$ cat config.mk
export PLATFORM = sky130hd
export DESIGN_NAME = txecho_monitor
export DESIGN_NICKNAME = d
export VERILOG_FILES = /design/src/rtl/txecho_pkg.sv /design/src/rtl/txecho_queue.sv /design/src/rtl/txecho_timer.sv /design/src/rtl/txecho_cmp.sv /design/src/rtl/txecho_monitor.sv
export SDC_FILE = /design/constraint.sdc
export NUM_CORES = 1
export LEC_CHECK = 0
export ABC_CLOCK_PERIOD_IN_PS = 4200
export BUFFER_PORTS_ARGS = -buffer_cell sky130_fd_sc_hd__buf_4
export CAP_MARGIN = 10
export CORE_MARGIN = 2
export CORE_UTILIZATION = 50
export DETAILED_ROUTE_END_ITERATION = 8
export GPL_ROUTABILITY_DRIVEN = 0
export GPL_TIMING_DRIVEN = 0
export HOLD_SLACK_MARGIN = 0.15
export PLACE_DENSITY = 0.7
export SYNTH_ARGS = -nofsm -noshare
export SYNTH_HDL_FRONTEND = slang
export SYNTH_SLANG_ARGS = --single-unit
$ cat constraint.sdc
create_clock -name clk -period 4.2 [get_ports clk]
set_clock_uncertainty 0.1 [all_clocks]
set_input_delay 0.84 -clock clk [delete_from_list [all_inputs] [get_ports clk]]
set_output_delay 0.84 -clock clk [all_outputs]
set_load 0.005 [all_outputs]
$ cat src/rtl/txecho_pkg.sv
package txecho_pkg;
  localparam int WORD_W = 16;

  // One pending transmitted word awaiting its echo
  typedef struct packed {
    logic              sync;
    logic              last;
    logic [WORD_W-1:0] word;
  } echo_rec_t;

  localparam int REC_W = $bits(echo_rec_t);
endpackage

$ cat src/rtl/txecho_queue.sv
module txecho_queue #(
  parameter int DEPTH = 4,
  parameter int DW    = 18
) (
  input  logic                         clk,
  input  logic                         rst,
  input  logic                         flush,
  input  logic                         push,
  input  logic [DW-1:0]                din,
  input  logic                         pop,
  output logic [DW-1:0]                dout,
  output logic [$clog2(DEPTH+1)-1:0]   count
);
  localparam int AW = (DEPTH > 1) ? $clog2(DEPTH) : 1;
  localparam int CW = $clog2(DEPTH+1);

  logic [DW-1:0] mem [DEPTH];
  logic [AW-1:0] wr_ptr, rd_ptr;

  function automatic logic [AW-1:0] bump(input logic [AW-1:0] p);
    if (p == AW'(DEPTH-1)) return '0;
    return p + AW'(1);
  endfunction

  // storage without reset so it maps onto RAM
  always_ff @(posedge clk) begin
    if (push) mem[wr_ptr] <= din;
  end

  assign dout = mem[rd_ptr];

  always_ff @(posedge clk) begin
    if (rst || flush) begin
      wr_ptr <= '0;
      rd_ptr <= '0;
      count  <= '0;
    end else begin
      if (push) wr_ptr <= bump(wr_ptr);
      if (pop)  rd_ptr <= bump(rd_ptr);
      count <= count + CW'(push) - CW'(pop);
    end
  end


  no_overflow_chk: assert property (@(posedge clk) disable iff (rst)
    push |-> (count != CW'(DEPTH) || pop));

  no_underflow_chk: assert property (@(posedge clk) disable iff (rst)
    pop |-> (count != '0));
endmodule

$ cat src/rtl/txecho_timer.sv
module txecho_timer #(
  parameter int LIMIT = 100
) (
  input  logic clk,
  input  logic rst,
  input  logic active,
  output logic hit
);
  localparam int CNTW = (LIMIT > 1) ? $clog2(LIMIT) : 1;
  localparam logic [CNTW-1:0] TOP = CNTW'(LIMIT-1);

  logic [CNTW-1:0] cnt;

  always_ff @(posedge clk) begin
    if (rst || !active) cnt <= '0;
    else if (cnt != TOP) cnt <= cnt + CNTW'(1);
  end

  assign hit = active && (cnt == TOP);


  idle_restart_chk: assert property (@(posedge clk) disable iff (rst)
    !active |=> (cnt == '0));
endmodule

$ cat src/rtl/txecho_cmp.sv
module txecho_cmp
  import txecho_pkg::*;
(
  input  logic              rx_stb,
  input  logic [WORD_W-1:0] rx_word,
  input  logic              rx_valid,
  input  logic              rx_sync,
  input  echo_rec_t         head,
  input  logic              have_head,
  output logic              take,
  output logic              bad
);
  logic sync_err, data_err;

  always_comb begin
    take     = rx_stb && have_head;
    sync_err = rx_sync != head.sync;
    data_err = head.last && (rx_word != head.word);
    bad      = take && (!rx_valid || sync_err || data_err);
  end
endmodule

$ cat src/rtl/txecho_monitor.sv
module txecho_monitor
  import txecho_pkg::*;
#(
  parameter int CLK_MHZ    = 250,
  parameter int TIMEOUT_NS = 660500,
  parameter int DEPTH      = 4
) (
  input  logic              clk,
  input  logic              rst,
  input  logic              cfg_flag_en,
  input  logic              msg_start,
  input  logic              msg_bcast,
  input  logic              msg_end,
  input  logic              tx_stb,
  input  logic [WORD_W-1:0] tx_word,
  input  logic              tx_sync,
  input  logic              tx_last,
  input  logic              tx_active,
  input  logic              rx_stb,
  input  logic [WORD_W-1:0] rx_word,
  input  logic              rx_valid,
  input  logic              rx_sync,
  input  logic              status_sent,
  output logic              term_flag_req,
  output logic              check_fail
);
  localparam int RAW_CYC = (CLK_MHZ * TIMEOUT_NS) / 1000;
  localparam int TO_CYC  = (RAW_CYC < 1) ? 1 : RAW_CYC;
  localparam int CW      = $clog2(DEPTH+1);

  logic [CW-1:0]    q_count, cnt_after;
  logic [REC_W-1:0] q_dout;
  echo_rec_t        head, new_rec;
  logic             take, echo_bad, push_ok, ovf, tmo_hit;
  logic             echo_err_q, tmo_err_q, bcast_q;
  logic             echo_err_n, tmo_err_n, missing_n;
  logic             end_chk, fail_n, set_flag;
  logic             flag_req_q, check_fail_q;

  assign new_rec = '{sync: tx_sync, last: tx_last, word: tx_word};
  assign head    = echo_rec_t'(q_dout);

  txecho_cmp u_cmp (
    .rx_stb    (rx_stb && !msg_start),
    .rx_word   (rx_word),
    .rx_valid  (rx_valid),
    .rx_sync   (rx_sync),
    .head      (head),
    .have_head (q_count != '0),
    .take      (take),
    .bad       (echo_bad)
  );

  always_comb begin
    push_ok   = tx_stb && !msg_start && (q_count != CW'(DEPTH) || take);
    ovf       = tx_stb && !msg_start && !push_ok;
    cnt_after = q_count + CW'(push_ok) - CW'(take);
  end

  txecho_queue #(.DEPTH(DEPTH), .DW(REC_W)) u_queue (
    .clk   (clk),
    .rst   (rst),
    .flush (msg_start),
    .push  (push_ok),
    .din   (new_rec),
    .pop   (take),
    .dout  (q_dout),
    .count (q_count)
  );

  txecho_timer #(.LIMIT(TO_CYC)) u_timer (
    .clk    (clk),
    .rst    (rst),
    .active (tx_active),
    .hit    (tmo_hit)
  );

  always_comb begin
    echo_err_n = echo_err_q || echo_bad || ovf;
    tmo_err_n  = tmo_err_q || tmo_hit;
    missing_n  = cnt_after != '0;
    end_chk    = msg_end && !msg_start && !bcast_q;
    fail_n     = echo_err_n || missing_n || tmo_err_n;
    set_flag   = end_chk && (tmo_err_n || (cfg_flag_en && (echo_err_n || missing_n)));
  end

  // per-message error accumulation
  always_ff @(posedge clk) begin
    if (rst) begin
      echo_err_q <= 1'b0;
      tmo_err_q  <= 1'b0;
      bcast_q    <= 1'b0;
    end else if (msg_start) begin
      echo_err_q <= 1'b0;
      tmo_err_q  <= 1'b0;
      bcast_q    <= msg_bcast;
    end else begin
      echo_err_q <= echo_err_n;
      tmo_err_q  <= tmo_err_n;
    end
  end

  // verdict and pending request
  always_ff @(posedge clk) begin
    if (rst) begin
      check_fail_q <= 1'b0;
      flag_req_q   <= 1'b0;
    end else begin
      if (end_chk) check_fail_q <= fail_n;
      if (set_flag)         flag_req_q <= 1'b1;
      else if (status_sent) flag_req_q <= 1'b0;
    end
  end

  assign term_flag_req = flag_req_q;
  assign check_fail    = check_fail_q;


  req_rise_chk: assert property (@(posedge clk) disable iff (rst)
    $rose(flag_req_q) |-> $past(msg_end && !msg_start && !bcast_q));


  bcast_hold_chk: assert property (@(posedge clk) disable iff (rst)
    (msg_end && !msg_start && bcast_q) |=> $stable(check_fail_q));


  tmo_flag_chk: assert property (@(posedge clk) disable iff (rst)
    (end_chk && tmo_err_n) |=> flag_req_q);


  clear_req_chk: assert property (@(posedge clk) disable iff (rst)
    (status_sent && !set_flag) |=> !flag_req_q);


  pass_clear_chk: assert property (@(posedge clk) disable iff (rst)
    (end_chk && !fail_n) |=> !check_fail_q);
endmodule

==> results of run 1 <==
## kinds of logic after synthesis
| kind of cell | after synthesis |
|---|---|
| simple gates | 89 |
| flops | 104 |
| buf+inv | 18 |
| compound gates | 20 |
| mux | 21 |
| xor+xnor | 35 |
| fa+ha+maj | 10 |
## flip-flops by register name, indices dropped and copies added (netlist names), named ones only
register,count
echo_err_q,1
term_flag_req,1
u_queue.mem,72
u_timer.cnt,18
u_queue.rd_ptr,2
check_fail,1
tmo_err_q,1
bcast_q,1
u_queue.wr_ptr,2
u_queue.count,3
## cell usage after synthesis (7+ instances only)
cell type | number | area share [%]
ha_1 | 9 | 2.6
nand2_1 | 10 | 0.85
edfxtp_1 | 72 | 49
nor3_1 | 7 | 0.79
xnor2_1 | 29 | 5.8
inv_1 | 11 | 0.94
a21oi_1 | 8 | 0.91
dfxtp_1 | 32 | 15
mux4_2 | 12 | 6.1
nor2_1 | 34 | 2.9
## worst max path at each step
stage	startpoint	endpoint	slack, ns	cells after the start
after CTS	u_queue.count[1]$_SDFF_PP0_	check_fail$_SDFFE_PP0P_	0.72	14
after floorplan	rx_stb	check_fail$_SDFFE_PP0P_	1.00	13
after detailed placement	msg_start	check_fail$_SDFFE_PP0P_	0.55	12
after global placement	msg_start	check_fail$_SDFFE_PP0P_	0.61	12
after global routing	u_queue.count[1]$_SDFF_PP0_	check_fail$_SDFFE_PP0P_	0.46	14
final	u_queue.count[1]$_SDFF_PP0_	check_fail$_SDFFE_PP0P_	0.73	14
## critical path, stage by stage, from the launching register on
cell,delay (ns)
dfxtp_1,0.36
or2_2,0.31
o21ai_0,0.40
nor2_1,0.17
ha_1,0.31
inv_1,0.06
ha_1,0.13
inv_1,0.05
fa_1,0.38
xor2_1,0.16
xnor2_1,0.18
o211ai_1,0.18
a2111oi_4,0.30
a22o_1,0.20
a211oi_1,0.07
## report_power, final
| part | switching [uW] | internal [uW] |
|---|---|---|
| registers | 5.38 | 1110 |
| logic | 60.4 | 71.4 |
| clock network | 375 | 234 |
## cells in the final DEF (no fill, tap or decap), types with 5 or more instances in the layout
master	n
nand3_1	6
xor2_1	6
nand4_1	6
ha_1	9
nand2_1	10
a21oi_1	8
mux4_2	12
buf_4	48
clkbuf_8	9
dfxtp_1	32
nor2_1	34
inv_1	11
and2_1	5
edfxtp_1	72
nor3_1	7
xnor2_1	29
mux4_1	6
## metal layers
layer  up-vias  track usage [%]  wire (um)  share of wire (%)
met5         -                0          0                  0
met2        50            28.13       3809                 51
met1      1223            20.39       3201                 43
met3        15            5.297        299                4.0
met4         0            6.624        160                2.1
li1       1219                -          -                  -
## final cells by class
type / instances / area, um2 / area share [%]
tap: 108 / 135.1 / 2.658
sequential: 104 / 2803 / 55.13
clock buffer: 9 / 123.9 / 2.437
buffer: 7 / 55.05 / 1.083
multi-input combinational: 175 / 1508 / 29.66
clock inverter: 7 / 65.06 / 1.280
timing repair buffer: 47 / 352.8 / 6.941
inverter: 11 / 41.29 / 0.8122
## per-stage QoR
stage	cell area [um2]	hold WS (ns)	setup WS (ns)	util, %	std cells
6_report	5084	0.3751	0.7316	58.87	468
5_1_grt	5084	0.3965	0.4641	58.87	468
4_1_cts	5084	0.3769	0.7170	58.87	468
3_5_place_dp	4895	0.3552	0.5471	56.68	452
3_3_place_gp	4895	0.3400	0.6146	56.68	452
2_1_floorplan	4407	0.3420	1.001	-	297
==> summary.md, run 1 <==
| Metric | Value |
|---|---|
| CTS H-Tree Depth | `3` |
| Setup crit start kind | `flip-flop` |
| TNS Setup | `0 ns` |
| Period Utilization, post-route | `roughly 83%` |
| Initial antenna violation count | `0` |
| Max-cap viol count | `0` |
| HP Start | `term_flag_req$_SDFFE_PP0P_` |
| Die height | `around 98 um` |
| Fmax | `roughly 0.29 GHz` |
| Hold Vio Cnt, Final | `0` |
| Vias per cell | `approximately 5.4` |
| DP HPWL | `5.084 mm` |
| Clk pin slew, worst setup/hold paths | `0.10 ns` |
| Total CTS buffers | `9` |
| Post-synth EDFFs | `slightly above 70` |
| Minimum clock period | `3.468 ns` |
| FF+latch count, synth | `104` |
| Root buf cell | `clkbuf_8` |
| YS warnings | `0` |
| CTS tree | `done` |
| Critical Path AT | `3.64 ns` |
| Mean post-synth cell area | `14.84 um2` |
| Die area | `0.009580 mm2` |
| Hold depth | `2` |
| Leakage power | `0.001708 uW` |
| Largest net degree at the start of global routing | `21` |
| Pwr Density | `around 360 mW/mm2` |
| Clock latency on the worst-skew pair | `0.38 ns` |
| CP Capture Type | `flip-flop` |
| Post-DRT Antenna Nets | `0` |
| Hold crit path type | `reg -> reg` |
| Mapped Nets | `353` |
| Mux contribution to synthesized area | `10.39%` |
| CTS hold repair buffers | `0` |
| Syn Std Cell Area | `roughly 0.0044 mm2` |
| Post_cts resized | `0` |
| XOR/XNOR Fraction of Synth Area | `roughly 7.0%` |
| Dominant synthesized flop cell | `edfxtp_1` |
| Min-Delay Endpoint | `term_flag_req$_SDFFE_PP0P_` |
| Initial Util | `roughly half` |
| Top-Level Pins | `48` |
| Synth unique cells | `43` |
| Area share of fa/ha/maj cells after synthesis | `under 10%` |
| Rel. slew slack | `35.28%` |
| Register-to-Register Path Depth | `14` |
| Reg2Reg Setup Slack | `0.73 ns` |
| RSZ-0062 raised after global routing | `false` |
| Post-CTS Setup Inserts | `0` |
| Longest Clk Path Bufs | `2` |
| Tightest Pin Transition | `0.9707 ns` |
| Total Routed Length | `between 7 and 8 mm` |
| Global route overflow | `0` |
| Final count of negative-setup-slack endpoints | `0` |
| Nets | `411` |
| Post-synthesis compound-gate area fraction | `about 3.3%` |
| Filler cells | `between 600 and 700` |
| Drt pass-1 iters | `4` |
| # clock sinks | `around 100` |
| Slew Viols, Final | `0` |
| Core region area | `0.008636 mm2` |
| Vias | `2,507` |
| R2R Path End | `check_fail$_SDFFE_PP0P_` |
| Post-Synth Simple-Gate Area | `10.56%` |
| Critical path type | `reg -> reg` |
| DRT iter0 DRCs | `104` |
| # rows | `34` |
| # diodes | `0` |
| Vias in the first global route | `2,625` |
| Chip Width | `around 98 um` |
| Tot Pwr | `1855 uW` |
| Worst Path Required | `4.37 ns` |
| FF-to-FF Start | `u_queue.count[1]$_SDFF_PP0_` |
| CP max FO | `4` |
| Port Buf Inserts | `47` |
| Total GRT Usage | `16.80%` |
| DR DRC count | `0` |
| Async SR Flop Fraction | `0%` |
| Drt wl/cell | `15.96 um` |
| Max rail drop VDD | `0.2689 mV` |
| Area grow syn2layout | `15.36%` |
| Share of layout cells above drive strength 1 | `24.17%` |
| Synth Instances | `297` |
| Main combinational cell family by area after synthesis | `simple AND/OR/NAND/NOR gates` |
| Outcome | `completed` |
| Seq/Total Area, Yosys | `a little under two thirds` |
| Global-route wire length before repair | `12.36 mm` |
(Power assumes the default switching activity.)
==> inputs of run 2 (changes only) <==
ABC_AREA = 1   (was unset)
ABC_CLOCK_PERIOD_IN_PS = 3300   (was 4200)
PLACE_DENSITY = 0.69   (was 0.7)
clock period = 3.3 ns   (was 4.2 ns; I/O delays follow)
==> run 2 against run 1 <==
  * Fmax grew 21%
  * Synthesized area grew 5.7%
  * Utilization grew 0.33 points
  * Via count grew 37%
  * Critical path depth grew 1
  * Non-clock buffer count grew 8
  * Sequential power grew 28%
  * Routed wire length grew 22%
  * Count of clock-buffer cells in the layout is the same
  * Synthesized cell count grew 62%
  * Worst setup slack lost 0.30 ns
  * Cell count grew 41%
  * Critical path type unchanged
==> summary.md, run 2 <==
| Metric | Value |
|---|---|
| Post-route worst setup slack | `0.4341 ns (-0.2975 ns)` |
| # diodes | `0 (unchanged)` |
| CTS tree | `done` |
| Post-synthesis compound-gate area fraction | `5.830% (+2.5 points)` |
| Share of layout cells above drive strength 1 | `17.55% (-6.6 points)` |
| Clock latency on the worst-skew pair | `0.36 ns (-0.02 ns)` |
| Seq/Total Area, Yosys | `60.18% (-3.4 points)` |
| Total GRT Usage | `19.20% (+2.4 points)` |
| Rel. slew slack | `59.88% (+25 points)` |
| Total Routed Length | `9.119 mm (+22%)` |
| CTS H-Tree Depth | `3 (unchanged)` |
| Drt pass-1 iters | `4 (unchanged)` |
| Most numerous cell on the critical path | `nand3_1` |
| CP max FO | `9 (+5)` |
| Async SR Flop Fraction | `0% (unchanged)` |
| XOR/XNOR Fraction of Synth Area | `0.3761% (-6.6 points)` |
| Post-Synth Simple-Gate Area | `24.69% (+14 points)` |
| Worst Path Required | `3.46 ns (-0.91 ns)` |
| Chip Width | `100.5 um (+2.7%)` |
| Filler cells | `763 (+15%)` |
| Dominant synthesized flop cell | `edfxtp_1` |
| Slew Viols, Final | `0 (unchanged)` |
| Tot Pwr | `2411 uW (+30%)` |
| Nets | `598 (+45%)` |
| Area of the multi-input gates | `0.001582 mm2 (+4.9%)` |
| Vias per cell | `5.214 (-2.7%)` |
| Largest net degree at the start of global routing | `19 (-9.5%)` |
| Leakage power | `0.002144 uW (+26%)` |
| Pwr Density | `444.9 mW/mm2 (+22%)` |
| DP HPWL | `6.377 mm (+25%)` |
| Initial antenna violation count | `0 (unchanged)` |
| GR Util met1 | `24.26% (+3.9 points)` |
| Global route overflow | `0 (unchanged)` |
| Top-Level Pins | `48 (unchanged)` |
| Core region area | `0.009153 mm2 (+6.0%)` |
| Mean post-synth cell area | `9.702 um2 (-35%)` |
| Fmax | `0.3489 GHz (+21%)` |
| Ranking of synthesized cells by area | `edfxtp_1 46%, dfxtp_1 14%, nand2_1 11%, nand3_1 4.2%, inv_1 3.5%` |
| Vias in the first global route | `3,258 (+24%)` |
| Clk pin slew, worst setup/hold paths | `0.10 ns (about the same)` |
| Biggest registers after layout | `u_queue.mem x72, u_timer.cnt x18, u_queue.count x3` |
| YS warnings | `0 (unchanged)` |
| Max rail drop VDD | `0.2378 mV (-12%)` |
| Post-Place Setup Slack | `0.1331 ns (-0.4141 ns)` |
| Post-synth EDFFs | `72 (unchanged)` |
| Syn Std Cell Area | `0.004657 mm2 (+5.7%)` |
| Most frequent cells in the layout | `142 x nand2_1, 72 x edfxtp_1, 51 x buf_4, 44 x inv_1, 39 x nand3_1` |
| Synth unique cells | `40 (-7.0%)` |
| Most common cell after layout, fill and taps aside | `nand2_1` |
| Die height | `100.5 um (+2.7%)` |
| Drt wl/cell | `13.86 um (-13%)` |
| Total CTS buffers | `9 (unchanged)` |
| Tightest Pin Transition | `0.6012 ns (-0.3695 ns)` |
| Longest Clk Path Bufs | `2 (unchanged)` |
| Setup crit start kind | `flip-flop` |
| Die area | `0.01010 mm2 (+5.4%)` |
| Top-count cell post-synth | `nand2_1` |
| # rows | `35 (+2.9%)` |
| Mapped Nets | `536 (+52%)` |
| Post-CTS Setup Inserts | `0 (unchanged)` |
| Post-synth top cells | `142 x nand2_1, 72 x edfxtp_1, 44 x inv_1` |
| Minimum clock period | `2.866 ns (-0.6025 ns)` |
| Critical Path AT | `3.02 ns (-0.62 ns)` |
| Met3 Usage GRT | `3.051% (-2.2 points)` |
| Max FFs per register | `72 (unchanged)` |
| Critical path type | `reg -> reg` |
| Period Utilization, post-route | `86.85% (+4.3 points)` |
| FF+latch count, synth | `104 (unchanged)` |
| Vias | `3,431 (+37%)` |
| Synth Instances | `480 (+62%)` |
| Main combinational cell family by area after synthesis | `simple AND/OR/NAND/NOR gates` |
| Post-synth top area share | `46.43% (-2.6 points)` |
| Seq. cell area | `0.002803 mm2 (unchanged)` |
| CTS hold repair buffers | `0 (unchanged)` |
| Largest Register | `u_queue.mem` |
| Max-cap viol count | `0 (unchanged)` |
| CP max stage cell | `dfxtp_1` |
| Post_cts resized | `0 (unchanged)` |
| Global routing's busiest layer | `met2` |
| CP Capture Type | `flip-flop` |
| Final count of negative-setup-slack endpoints | `0 (unchanged)` |
| CP peak stage delay | `0.43 ns (+0.03 ns)` |
| RSZ-0062 raised after global routing | `false` |
| Outcome | `completed` |
| Leading area contributor after synthesis | `edfxtp_1` |
| Root buf cell | `clkbuf_8` |
| Initial Util | `50.88% (-0.15 points)` |
| Hold Vio Cnt, Final | `0 (unchanged)` |
| Met2 usage | `33.51% (+5.4 points)` |
| Port Buf Inserts | `47 (unchanged)` |
| DRT iter0 DRCs | `157 (+51%)` |
| DR DRC count | `0 (unchanged)` |
| Area grow syn2layout | `16.34%` |
| # clock sinks | `104 (unchanged)` |
| Global-route wire length before repair | `14.88 mm (+20%)` |
| Post-DRT Antenna Nets | `0 (unchanged)` |
| Hold crit path type | `reg -> reg` |
| Area share of fa/ha/maj cells after synthesis | `2.848% (-0.16 points)` |
| CP Cell Sequence | `o31a_1 > nand2_1 > nand3_1 > nand3_1 > inv_1 > ha_1 > inv_1 > fa_1 > xnor2_1 > xor2_1 > nand3_1 > nor2_1 > nand3_2 > nand3_1 > a21oi_1` |
| Mux contribution to synthesized area | `0% (-10 points)` |
## run 2: cell types whose count changed in the layout (fill, tap and decap cells not counted), sizes merged, moves of 15 or more
cell,before,now
o21ai,4,19
xnor2,29,1
nand2,10,144
mux4,18,0
inv,17,51
nand3,6,42
## run 2: cell type report
cell class | instances | share of cell area (%)
well taps | 111 | 2.564
plain buffers | 11 | 1.755
inverters | 48 | 3.464
clock inverters | 7 | 1.386
clock buffers | 9 | 2.286
multi-input cells | 317 | 29.19
repair buffers | 51 | 7.621
flip-flops and latches | 104 | 51.73
## run 2: worst paths after layout
path                          startpoint                         end  depth (start not counted)  slack (ns)
max          u_queue.count[1]$_SDFF_PP0_  term_flag_req$_SDFFE_PP0P_                         15        0.43
min           term_flag_req$_SDFFE_PP0P_  term_flag_req$_SDFFE_PP0P_                          2        0.37
max reg2reg  u_queue.count[1]$_SDFF_PP0_  term_flag_req$_SDFFE_PP0P_                         15        0.43
min reg2reg   term_flag_req$_SDFFE_PP0P_  term_flag_req$_SDFFE_PP0P_                          2        0.37
## run 2: metrics by stage
| step | TNS, ns | instance area (um2) | instances | util, % | hold slack [ns] |
|---|---|---|---|---|---|
| 2_1_floorplan | 0 | 4657 | 480 | - | 0.3524 |
| 3_3_place_gp | -0.05162 | 5149 | 638 | 56.25 | 0.3522 |
| 3_5_place_dp | 0 | 5219 | 642 | 57.02 | 0.3577 |
| 4_1_cts | 0 | 5418 | 658 | 59.19 | 0.3695 |
| 5_1_grt | 0 | 5418 | 658 | 59.19 | 0.3765 |
| 6_report | 0 | 5418 | 658 | 59.19 | 0.3722 |
## run 2: report_power, final
group | total (uW) | switching, uW | internal, uW
sequential | 1420 | 7.76 | 1410
combinational | 186 | 100 | 86.0
clock | 802 | 445 | 357
total | 2410 | 552 | 1860
## run 2: critical path: cells and delay by family (launching register included)
kind	cells	cell delay [ns]
adder cells (fa/ha/maj)	2	0.53
XOR/XNOR	2	0.38
AND/OR/NAND/NOR	7	0.87
flip-flops	1	0.43
buffers and inverters	2	0.19
AO/OA/AOI/OAI	2	0.25
## run 2: logic make-up after synthesis
| logic type | count (synthesis) |
|---|---|
| AOI/OAI and AO/OA | 49 |
| xor gates and xnor gates | 2 |
| adders and majority gates | 10 |
| buffers and inverters | 59 |
| DFF | 104 |
| and+or+nand+nor | 256 |
## run 2: metal layers
metal | wire length [um] | up-vias | part of all wire, %
li1 | - | 1744 | -
met1 | 3997 | 1595 | 44
met2 | 4521 | 83 | 50
met3 | 471 | 9 | 5.2
met4 | 129 | 0 | 1.4
met5 | 0 | - | 0
==> inputs of run 3 (changes only) <==
CTS_CLUSTER_SIZE = 25   (was unset)
REMOVE_ABC_BUFFERS = 1   (was unset)
==> run 3 against run 2 <==
  * Combinational power decreased by 4%
  * Clock power decreased by 7.4%
  * Fmax decreased by 1.6%
  * Global-route usage decreased by 0.16 points
==> summary.md, run 3 (synthesis gave the netlist of run 2 again) <==
| Metric | Value |
|---|---|
| Setup crit start kind | `flip-flop` |
| FF-to-FF Start | `u_queue.count[1]$_SDFF_PP0_` |
| Post-CTS Setup Inserts | `0 (unchanged)` |
| # rows | `35 (unchanged)` |
| Most numerous cell on the critical path | `nand3_1` |
| Worst setup endpoint | `term_flag_req$_SDFFE_PP0P_` |
| DP HPWL | `6.072 mm (-4.8%)` |
| Longest Clk Path Bufs | `2 (unchanged)` |
| CP peak stage delay | `0.44 ns (about the same)` |
| Drt wl/cell | `13.80 um (-0.41%)` |
| Pwr Density | `440.2 mW/mm2 (-1.1%)` |
| Chip Width | `100.5 um (unchanged)` |
| Worst Path Required | `3.46 ns (about the same)` |
| CP max FO | `9 (unchanged)` |
| CP Cell Sequence | `o31a_1 > nand2_1 > nand3_1 > nand3_1 > inv_1 > ha_1 > inv_1 > fa_1 > xnor2_1 > xor2_1 > nand3_1 > nor2_1 > nand3_2 > nand3_1 > a21oi_1` |
| Critical Path AT | `3.07 ns (+0.05 ns)` |
| Max-cap viol count | `0 (unchanged)` |
| Rel. slew slack | `41.89% (-18 points)` |
| Top-Level Pins | `48 (unchanged)` |
| CP Capture Type | `flip-flop` |
| Critical path type | `reg -> reg` |
| Seq. cell area | `0.002803 mm2 (unchanged)` |
| Global route overflow | `0 (unchanged)` |
| Largest Register | `u_queue.mem` |
| CTS H-Tree Depth | `3 (unchanged)` |
| Outcome | `completed` |
| Nets | `588 (-1.7%)` |
| Share of layout cells above drive strength 1 | `16.01% (-1.5 points)` |
| Period Utilization, post-route | `88.28% (+1.4 points)` |
| Area grow syn2layout | `14.45%` |
| # clock sinks | `104 (unchanged)` |
| # diodes | `0 (unchanged)` |
| Vias per cell | `5.127 (-1.7%)` |
| Fmax | `0.3433 GHz (-1.6%)` |
| Drt pass-1 iters | `4 (unchanged)` |
| Max rail drop VDD | `0.1995 mV (-16%)` |
| Filler cells | `773 (+1.3%)` |
| Root buf cell | `clkbuf_8` |
| Final non-filler cell total | `648 (-1.5%)` |
| Initial antenna violation count | `0 (unchanged)` |
| Port Buf Inserts | `47 (unchanged)` |
| Critical path depth | `15 (unchanged)` |
| Placed cell count | `632 (-1.6%)` |
| Post-DRT Antenna Nets | `0 (unchanged)` |
| Max FFs per register | `72 (unchanged)` |
| CP max stage cell | `dfxtp_1` |
| Total GRT Usage | `19.04% (-0.16 points)` |
| RSZ-0062 raised after global routing | `false` |
| DRT iter0 DRCs | `114 (-27%)` |
| Biggest registers after layout | `u_queue.mem x72, u_timer.cnt x18, u_queue.count x3` |
| Area of the multi-input gates | `0.001582 mm2 (unchanged)` |
| DR DRC count | `0 (unchanged)` |
| Vias in the first global route | `3,241 (-0.52%)` |
| Vias | `3,322 (-3.2%)` |
| Register-to-Register Path Depth | `15 (unchanged)` |
| Largest net degree at the start of global routing | `37 (+18)` |
| CP bufs+invs | `2 (unchanged)` |
| Most common cell after layout, fill and taps aside | `nand2_1` |
| Clk pin slew, worst setup/hold paths | `0.10 ns (about the same)` |
| Post_cts resized | `0 (unchanged)` |
| Final count of negative-setup-slack endpoints | `0 (unchanged)` |
| Hold crit path type | `reg -> reg` |
| Reg2Reg Setup Slack | `0.39 ns (-0.05 ns)` |
| Total Routed Length | `8.944 mm (-1.9%)` |
| Hold Vio Cnt, Final | `0 (unchanged)` |
| Worst setup startpoint | `u_queue.count[1]$_SDFF_PP0_` |
| Slew Viols, Final | `0 (unchanged)` |
| Tightest Pin Transition | `0.8705 ns (+0.2692 ns)` |
| Most frequent cells in the layout | `142 x nand2_1, 72 x edfxtp_1, 47 x buf_4, 44 x inv_1, 39 x nand3_1` |
| Initial Util | `50.88% (unchanged)` |
| Global-route wire length before repair | `14.77 mm (-0.70%)` |
| Leakage power | `0.002086 uW (-2.7%)` |
| CTS tree | `done` |
| Die height | `100.5 um (unchanged)` |
| Core region area | `0.009153 mm2 (unchanged)` |
| R2R Path End | `term_flag_req$_SDFFE_PP0P_` |
| CTS hold repair buffers | `0 (unchanged)` |
| TNS Setup | `0 ns (unchanged)` |
| Minimum clock period | `2.913 ns (+0.04724 ns)` |
| Total CTS buffers | `9 (unchanged)` |
| Delay-heaviest family, CP | `simple AND/OR/NAND/NOR gates` |
| Clock latency on the worst-skew pair | `0.37 ns (about the same)` |
| Die area | `0.01010 mm2 (unchanged)` |
==> run 3: how the worst min path moves through the flow <==
stage / start / to / slack [ns] / cells after the start
finish: check_fail$_SDFFE_PP0P_ / check_fail$_SDFFE_PP0P_ / 0.38 / 2
global route: tx_word[15] / u_queue.mem[3][15]$_DFFE_PP_ / 0.35 / 1
CTS: tx_word[15] / u_queue.mem[3][15]$_DFFE_PP_ / 0.37 / 1
detailed placement: check_fail$_SDFFE_PP0P_ / check_fail$_SDFFE_PP0P_ / 0.35 / 2
global placement: check_fail$_SDFFE_PP0P_ / check_fail$_SDFFE_PP0P_ / 0.35 / 2
floorplan: u_timer.cnt[17]$_SDFFE_PP0P_ / u_timer.cnt[17]$_SDFFE_PP0P_ / 0.35 / 2
==> run 3: worst reg2reg max path, delay by kind of cell (launching register included) <==
family	cells	cell delay [ns]
AO/OA/AOI/OAI	2	0.27
XOR/XNOR	2	0.38
adder cells (fa/ha/maj)	2	0.53
buffers and inverters	2	0.20
flip-flops	1	0.44
AND/OR/NAND/NOR	7	0.90
==> run 3: per-stage QoR <==
| stage | area [um2] | hold slack, ns | worst slack [ns] | total power, uW | utilization [%] |
|---|---|---|---|---|---|
| 6_report | 5330 | 0.3776 | 0.3868 | 2346 | 58.24 |
| 5_1_grt | 5330 | 0.3505 | 0.09210 | 2445 | 58.24 |
| 4_1_cts | 5330 | 0.3657 | 0.3542 | 2363 | 58.24 |
| 3_5_place_dp | 5151 | 0.3509 | 0.09229 | 1635 | 56.28 |
| 3_3_place_gp | 5054 | 0.3540 | 0.03455 | 1622 | 55.22 |
| 2_1_floorplan | 4562 | 0.3524 | 0.5618 | 1548 | - |
==> run 3: layout make-up <==
cell class / instances / area share (%)
flip-flops and latches: 104 / 52.58
clock buffers: 10 / 2.394
clock inverters: 6 / 0.9624
multi-input cells: 317 / 29.67
inverters: 48 / 3.521
well taps: 111 / 2.606
repair buffers: 52 / 8.263
==> run 3: per-layer routing <==
metal	global-route usage (%)	vias up	part of all wire, %
met5	0	-	0
met4	5.585	0	0.75
met3	4.508	7	4.3
met2	33.14	64	51
met1	23.75	1536	44
li1	-	1715	-
==> run 3: power by group <==
group	internal (uW)	switching [uW]
clock network	288	455
registers	1410	10.6
logic	83.8	94.0
total	1790	560
